===== src/rtl/hbb_pkg.sv =====
package hbb_pkg;
  typedef enum logic [1:0] {
    ACC_IDLE,
    ACC_ISSUE,
    ACC_RDLAT,
    ACC_WAITHI
  } acc_state_e;

  typedef enum logic [1:0] {
    RDY_REL,
    RDY_LOW,
    RDY_HIGH
  } rdy_state_e;
endpackage


===== src/rtl/hbb_rst_sync.sv =====
module hbb_rst_sync #(
  parameter int STAGES = 2
) (
  input  logic clk,
  input  logic rst_n,
  output logic rst_n_sync
);
  logic [STAGES-1:0] chain_q;

  always_ff @(posedge clk or negedge rst_n) begin
    if (!rst_n) chain_q <= '0;
    else        chain_q <= {chain_q[STAGES-2:0], 1'b1};
  end

  assign rst_n_sync = chain_q[STAGES-1];
endmodule


===== src/rtl/hbb_sync.sv =====
module hbb_sync #(
  parameter int         STAGES  = 2,
  parameter int         W       = 2,
  parameter logic [W-1:0] RST_VAL = '1
) (
  input  logic         clk,
  input  logic         rst_n,
  input  logic [W-1:0] d_async,
  output logic [W-1:0] q_sync
);
  logic [W-1:0] stage_q [STAGES];

  for (genvar i = 0; i < STAGES; i++) begin : g_stage
    if (i == 0) begin : g_first
      always_ff @(posedge clk or negedge rst_n) begin
        if (!rst_n) stage_q[0] <= RST_VAL;
        else        stage_q[0] <= d_async;
      end
    end else begin : g_next
      always_ff @(posedge clk or negedge rst_n) begin
        if (!rst_n) stage_q[i] <= RST_VAL;
        else        stage_q[i] <= stage_q[i-1];
      end
    end
  end

  assign q_sync = stage_q[STAGES-1];
endmodule


===== src/rtl/hbb_access_fsm.sv =====
module hbb_access_fsm
  import hbb_pkg::*;
#(
  parameter int ADDR_W = 12,
  parameter int DATA_W = 16
) (
  input  logic              clk,
  input  logic              rst_n,
  input  logic              cs_s_n,
  input  logic              we_s_n,
  input  logic [ADDR_W-1:0] host_addr,
  input  logic [DATA_W-1:0] host_wdata,
  input  logic [DATA_W-1:0] ram_rdata,
  output logic              ram_en,
  output logic              ram_we,
  output logic [ADDR_W-1:0] ram_addr,
  output logic [DATA_W-1:0] ram_wdata,
  output logic              acc_start,
  output logic              acc_done,
  output logic [DATA_W-1:0] rd_data,
  output logic              rd_valid
);
  acc_state_e        state_q, state_d;
  logic              cs_prev_q;
  logic              is_wr_q, is_wr_d;
  logic [ADDR_W-1:0] addr_q, addr_d;
  logic [DATA_W-1:0] wdata_q, wdata_d;
  logic [DATA_W-1:0] rdata_q, rdata_d;
  logic              rvalid_q, rvalid_d;

  assign acc_start = (state_q == ACC_IDLE) && cs_prev_q && !cs_s_n;

  always_comb begin
    state_d  = state_q;
    is_wr_d  = is_wr_q;
    addr_d   = addr_q;
    wdata_d  = wdata_q;
    rdata_d  = rdata_q;
    rvalid_d = rvalid_q;
    ram_en   = 1'b0;
    ram_we   = 1'b0;
    acc_done = 1'b0;
    unique case (state_q)
      ACC_IDLE: begin
        if (acc_start) begin
          is_wr_d  = !we_s_n;
          addr_d   = host_addr;
          wdata_d  = host_wdata;
          rvalid_d = 1'b0;
          state_d  = ACC_ISSUE;
        end
      end
      ACC_ISSUE: begin
        ram_en = 1'b1;
        ram_we = is_wr_q;
        if (is_wr_q) begin
          acc_done = 1'b1;
          state_d  = ACC_WAITHI;
        end else begin
          state_d  = ACC_RDLAT;
        end
      end
      ACC_RDLAT: begin
        rdata_d  = ram_rdata;
        rvalid_d = 1'b1;
        acc_done = 1'b1;
        state_d  = ACC_WAITHI;
      end
      ACC_WAITHI: begin
        if (cs_s_n) begin
          rvalid_d = 1'b0;
          state_d  = ACC_IDLE;
        end
      end
      default: state_d = ACC_IDLE;
    endcase
  end

  always_ff @(posedge clk or negedge rst_n) begin
    if (!rst_n) begin
      state_q   <= ACC_IDLE;
      cs_prev_q <= 1'b1;
      is_wr_q   <= 1'b0;
      addr_q    <= '0;
      wdata_q   <= '0;
      rdata_q   <= '0;
      rvalid_q  <= 1'b0;
    end else begin
      state_q   <= state_d;
      cs_prev_q <= cs_s_n;
      is_wr_q   <= is_wr_d;
      addr_q    <= addr_d;
      wdata_q   <= wdata_d;
      rdata_q   <= rdata_d;
      rvalid_q  <= rvalid_d;
    end
  end

  assign ram_addr  = addr_q;
  assign ram_wdata = wdata_q;
  assign rd_data   = rdata_q;
  assign rd_valid  = rvalid_q;
endmodule


===== src/rtl/hbb_ready_ctrl.sv =====
module hbb_ready_ctrl
  import hbb_pkg::*;
#(
  parameter int HOLD_W = 4
) (
  input  logic              clk,
  input  logic              rst_n,
  input  logic              acc_start,
  input  logic              acc_done,
  input  logic [HOLD_W-1:0] hold_cfg,
  output logic              rdy_o,
  output logic              rdy_oe
);
  rdy_state_e        state_q, state_d;
  logic [HOLD_W-1:0] cnt_q, cnt_d;

  always_comb begin
    state_d = state_q;
    cnt_d   = cnt_q;
    if (acc_start) begin
      state_d = RDY_LOW;
    end else begin
      unique case (state_q)
        RDY_LOW: begin
          if (acc_done) begin
            if (hold_cfg != '0) begin
              state_d = RDY_HIGH;
              cnt_d   = hold_cfg;
            end else begin
              state_d = RDY_REL;
            end
          end
        end
        RDY_HIGH: begin
          if (cnt_q == HOLD_W'(1)) state_d = RDY_REL;
          else                     cnt_d   = cnt_q - 1'b1;
        end
        default: state_d = RDY_REL;
      endcase
    end
  end

  always_ff @(posedge clk or negedge rst_n) begin
    if (!rst_n) begin
      state_q <= RDY_REL;
      cnt_q   <= '0;
    end else begin
      state_q <= state_d;
      cnt_q   <= cnt_d;
    end
  end

  assign rdy_oe = (state_q != RDY_REL);
  assign rdy_o  = (state_q == RDY_HIGH);
endmodule


===== src/rtl/hbb_bridge.sv =====
module hbb_bridge #(
  parameter int ADDR_W      = 12,
  parameter int DATA_W      = 16,
  parameter int HOLD_W      = 4,
  parameter int SYNC_STAGES = 2
) (
  input  logic              clk,
  input  logic              rst_n,
  input  logic [ADDR_W-1:0] hb_addr,
  input  logic [DATA_W-1:0] hb_data_i,
  output logic [DATA_W-1:0] hb_data_o,
  output logic              hb_data_oe,
  input  logic              hb_cs_n,
  input  logic              hb_we_n,
  output logic              hb_rdy_o,
  output logic              hb_rdy_oe,
  output logic              hb_int_oe,
  input  logic [HOLD_W-1:0] rdy_hold_cfg,
  input  logic              irq_req,
  output logic              ram_en,
  output logic              ram_we,
  output logic [ADDR_W-1:0] ram_addr,
  output logic [DATA_W-1:0] ram_wdata,
  input  logic [DATA_W-1:0] ram_rdata
);
  localparam int STROBE_W = 2;

  logic                rst_n_sync;
  logic [STROBE_W-1:0] strobe_s;
  logic                acc_start, acc_done;
  logic [DATA_W-1:0]   rd_data;
  logic                rd_valid;
  logic                int_q;

  hbb_rst_sync #(.STAGES(SYNC_STAGES)) u_rst (
    .clk        (clk),
    .rst_n      (rst_n),
    .rst_n_sync (rst_n_sync)
  );

  hbb_sync #(.STAGES(SYNC_STAGES), .W(STROBE_W), .RST_VAL(2'b11)) u_sync (
    .clk     (clk),
    .rst_n   (rst_n_sync),
    .d_async ({hb_we_n, hb_cs_n}),
    .q_sync  (strobe_s)
  );

  hbb_access_fsm #(.ADDR_W(ADDR_W), .DATA_W(DATA_W)) u_fsm (
    .clk        (clk),
    .rst_n      (rst_n_sync),
    .cs_s_n     (strobe_s[0]),
    .we_s_n     (strobe_s[1]),
    .host_addr  (hb_addr),
    .host_wdata (hb_data_i),
    .ram_rdata  (ram_rdata),
    .ram_en     (ram_en),
    .ram_we     (ram_we),
    .ram_addr   (ram_addr),
    .ram_wdata  (ram_wdata),
    .acc_start  (acc_start),
    .acc_done   (acc_done),
    .rd_data    (rd_data),
    .rd_valid   (rd_valid)
  );

  hbb_ready_ctrl #(.HOLD_W(HOLD_W)) u_rdy (
    .clk       (clk),
    .rst_n     (rst_n_sync),
    .acc_start (acc_start),
    .acc_done  (acc_done),
    .hold_cfg  (rdy_hold_cfg),
    .rdy_o     (hb_rdy_o),
    .rdy_oe    (hb_rdy_oe)
  );

  // Data is driven only for a completed read while the host still reads;
  // the raw strobes gate it so release does not wait for the synchronizer.
  assign hb_data_o  = rd_data;
  assign hb_data_oe = rd_valid && !hb_cs_n && hb_we_n;

  always_ff @(posedge clk or negedge rst_n_sync) begin
    if (!rst_n_sync) int_q <= 1'b0;
    else             int_q <= irq_req;
  end
  assign hb_int_oe = int_q;
endmodule


===== config.mk =====
export PLATFORM = sky130hd
export DESIGN_NAME = hbb_bridge
export DESIGN_NICKNAME = d
export VERILOG_FILES = /design/src/rtl/hbb_pkg.sv /design/src/rtl/hbb_rst_sync.sv /design/src/rtl/hbb_sync.sv /design/src/rtl/hbb_access_fsm.sv /design/src/rtl/hbb_ready_ctrl.sv /design/src/rtl/hbb_bridge.sv
export SDC_FILE = /design/constraint.sdc
export NUM_CORES = 1
export LEC_CHECK = 0
export BUFFER_PORTS_ARGS = -buffer_cell sky130_fd_sc_hd__buf_2
export CAP_MARGIN = 20
export CORE_MARGIN = 3
export CORE_UTILIZATION = 40
export DETAILED_ROUTE_END_ITERATION = 8
export GPL_TIMING_DRIVEN = 0
export PLACE_DENSITY = 0.69
export SYNTH_ARGS = -nofsm -noshare
export SYNTH_HDL_FRONTEND = slang
export SYNTH_SLANG_ARGS = --single-unit

===== constraint.sdc =====
create_clock -name clk -period 4.55 [get_ports clk]
set_input_delay 0.91 -clock clk [delete_from_list [all_inputs] [get_ports clk]]
set_output_delay 0.91 -clock clk [all_outputs]
set_load 0.01 [all_outputs]

==> summary.md <==
| Metric | Value |
|---|---|
| Reg-to-reg endpoint | u_rdy.cnt_q[2]$_DFFE_PN0P_ |
| Power per standard cell area | 719 mW/mm^2 |
| TNS Setup | 0 ps |
| I/O pins | 103 |
| ANT cells | 0 |
| Buffers on Ports | between 100 and 150 |
| Clock Skews | 8.87 ps |
| Synth top area share | 0.575 |
| Ys async rst share | 1.00 |
| Vias in the first global route | 1,749 |
| Leakage Power | 1.64 nW |
| Worst slew margin | 0.627 |
| Worst EP arrival | 1370 ps |
| Final Wtd Congestion | 0.759 |
| Cell area after synthesis | 0.00248 sq mm |
| Setup bufs post-CTS | 0 |
| Critical R2R Launch | u_fsm.state_q[0]$_DFFE_PN0P_ |
| RSZ-0062 raised after global routing | no |
| Highest metal used | met4 |
| Main flop type after synthesis | dfrtp_1 |
| Synth area leaders | dfrtp_1 (57%), mux2_2 (20%), dfstp_2 (5.3%) |
| Post-synth cell types | 28 |
| Max Root-Sink Buffers | 2 |
| CTS resizes | 0 |
| FF+latch count, synth | 62 |
| Final setup fails | 0 |
| WL met1 | approximately 2000 um |
| Yosys top cell by area | dfrtp_1 |
| CTS tree | yes |
| Reg2reg setup slack | ~2800 ps |
| Drt via density | roughly 4.6 |
| Met2 WL | around 2100 um |
| Top cells by count, synth | dfrtp_1 (57), mux2_2 (45), ha_1 (8) |
| FF-to-FF path depth | 6 |
| CTS Buf Count | 9 |
| Post-synth EDFFs | 0 |
| Slew Limit Fails | 0 |
| Worst vdd ir | about 320 uV |
| DIE AREA | 0.00719 sq mm |
| Worst setup path startpoint | u_fsm.state_q[1]$_DFFE_PN0P_ |
| Share of cells above drive strength 1 | 0.629 |
| Power Total | 2.40 mW |
| DRT Wirelength | 4570 um |
| Register area | 0.00156 sq mm |
| Clock Pin Slew Worst Setup and Hold Paths | 70 ps |
| Multi-input gate area | 881 sq um |
| Hold Vio Cnt, Final | 0 |
| Remaining Overflow, GRT | 0 |
| CP required | 3640 ps |
| Area after DPL | 0.00311 sq mm |
| Fin nets | 342 |
| Crit path time final | 2280 ps |
| Finished Core Util | 0.561 |
| Met3 WL | 360 um |
| Initial DRC count | 44 |
| Hold buffers post-CTS | 0 |
| H-Tree Depth | 3 |
| Via count | between 1,500 and 2,000 |
| Final instance area | 0.00334 sq mm |
| Mapped Nets | about 230 |
| Crit path max fanout | 5 |
| Die H | 84.8 um |
| DRC viols | 0 |
| Root Buffer | clkbuf_8 |
| Die Width | roughly 85 um |
| Yosys warns | 0 |
| # rows | 28 |
| CP Class | reg2out |
| Status | finished, final reports clean |
| Core Box Area | between 0.005 and 0.006 sq mm |
| Min-Delay Path Class | reg2async |
| Worst slew pin tran | ~560 ps |
| Number of fill cells | 550 |
| Sequential-to-total area share from yosys stat | 0.628 |
| Max Clock Freq | 0.438 GHz |
| Final ANT Viol Nets | 0 |
| First-pass GRT wire length | about 7800 um |
| Avg Synthesized Cell Area | 14.9 sq um |
| Average wire per standard cell | approximately 13 um |
| Cell count after synthesis | 167 |
| Clock sink count | 62 |
| Synth-to-layout area growth | 34.6% |
| Final period util | 0.502 |
| Initial antenna violation count | 0 |
| Most frequent cell after synthesis | dfrtp_1 |
| DP Wirelength | 3440 um |
| DRT Pass-1 Iters | 4 |
| GRT Resource Usage Total | 0.137 |
| Crit start category | flip-flop |
| Worst-Skew Late Latency | between 300 and 400 ps |
| Starting Density | 0.417 |
| Setup crit end kind | primary output |
| Max-Cap Viols | 0 |
| Largest net degree at the start of global routing | 37 |
## state kept, by name (all words and copies together) (netlist names), 2 cells and up
name,count
u_sync.stage_q,2
u_rst.chain_q,2
u_sync.q_sync,2
u_fsm.ram_addr,12
u_rdy.cnt_q,4
u_fsm.ram_wdata,16
u_fsm.rd_data,16
u_rdy.state_q,2
u_fsm.state_q,2
## placed cells by master, fill, tap and decap left out
cell type and n:
nand2b_1 4, clkbuf_8 11, ha_1 8, mux2i_1 1, nor4_1 1, nand2_1 3
nor2b_1 1, mux2_2 45, nand3_1 2, a21oi_2 1, clkinv_2 1, a21oi_1 2
o21ai_0 5, nor3b_1 1, dfstp_2 5, nor3_1 4, or2_2 1, dfrtp_1 56
buf_12 1, inv_1 5, conb_1 1, clkinvlp_4 1, a2bb2oi_1 3, or3b_1 1
and2_4 1, bufinv_16 2, nor2_1 5, clkinv_4 1, o31ai_1 1, nand3b_1 1
dfrtp_2 1, buf_2 107, o311ai_4 1, o22a_1 1, nor2_4 1
## routing by layer
layer | global-route usage | vias to the layer above
li1 | - | 810
met1 | 0.172 | 775
met2 | 0.221 | 63
met3 | 0.0402 | 6
met4 | 0.0604 | 0
met5 | 0 | -
## critical path, stage by stage, from the launching register on
cell and delay (ps):
dfrtp_1 400, inv_1 150, ha_1 200, and2_4 170
buf_2 140
## how the worst max path moves through the flow
stage                                    end  slack [ps]
2_1_floorplan                     hb_data_oe        2530
3_3_place_gp   u_fsm.ram_addr[4]$_DFFE_PN0P_        2020
3_5_place_dp                      hb_data_oe        2360
4_1_cts                               ram_we        2240
5_1_grt                               ram_we        2140
6_report                              ram_we        2270
## final cells by class
| type | count | share of cell area |
|---|---|---|
| Buffer | 5 | 0.00749 |
| Timing Repair Buffer | 103 | 0.159 |
| Clock inverter | 5 | 0.0243 |
| Sequential cell | 62 | 0.467 |
| Tap cell | 75 | 0.0281 |
| Clock buffer | 11 | 0.0453 |
| Inverter | 5 | 0.00562 |
| Multi-Input combinational cell | 95 | 0.264 |
## logic make-up after synthesis
kind of cell             count (synthesis)  synth area share
flip-flops                              62             0.628
multiplexers                            46             0.208
AND/OR/NAND/NOR                         26            0.0595
AO/OA/AOI/OAI                           14            0.0454
buffers and inverters                   10            0.0176
adder cells (fa/ha/maj)                  8            0.0403
other                                    1           0.00151
## per-stage QoR
step | cells | setup WS, ps | hold WS, ps
CTS | 361 | 2240 | 293
global route | 361 | 2140 | 321
finish | 361 | 2270 | 264
floorplan | 167 | 2530 | 331
detailed placement | 345 | 2360 | 289
global placement | 344 | 2020 | 338
## report_power, final
group / internal, mW / switching (mW) / leakage (nW)
logic: 0.485 / 0.443 / 0.799
clock network: 0.338 / 0.209 / 0.116
registers: 0.805 / 0.123 / 0.720
total: 1.63 / 0.775 / 1.64
(Power assumes the default switching activity.)
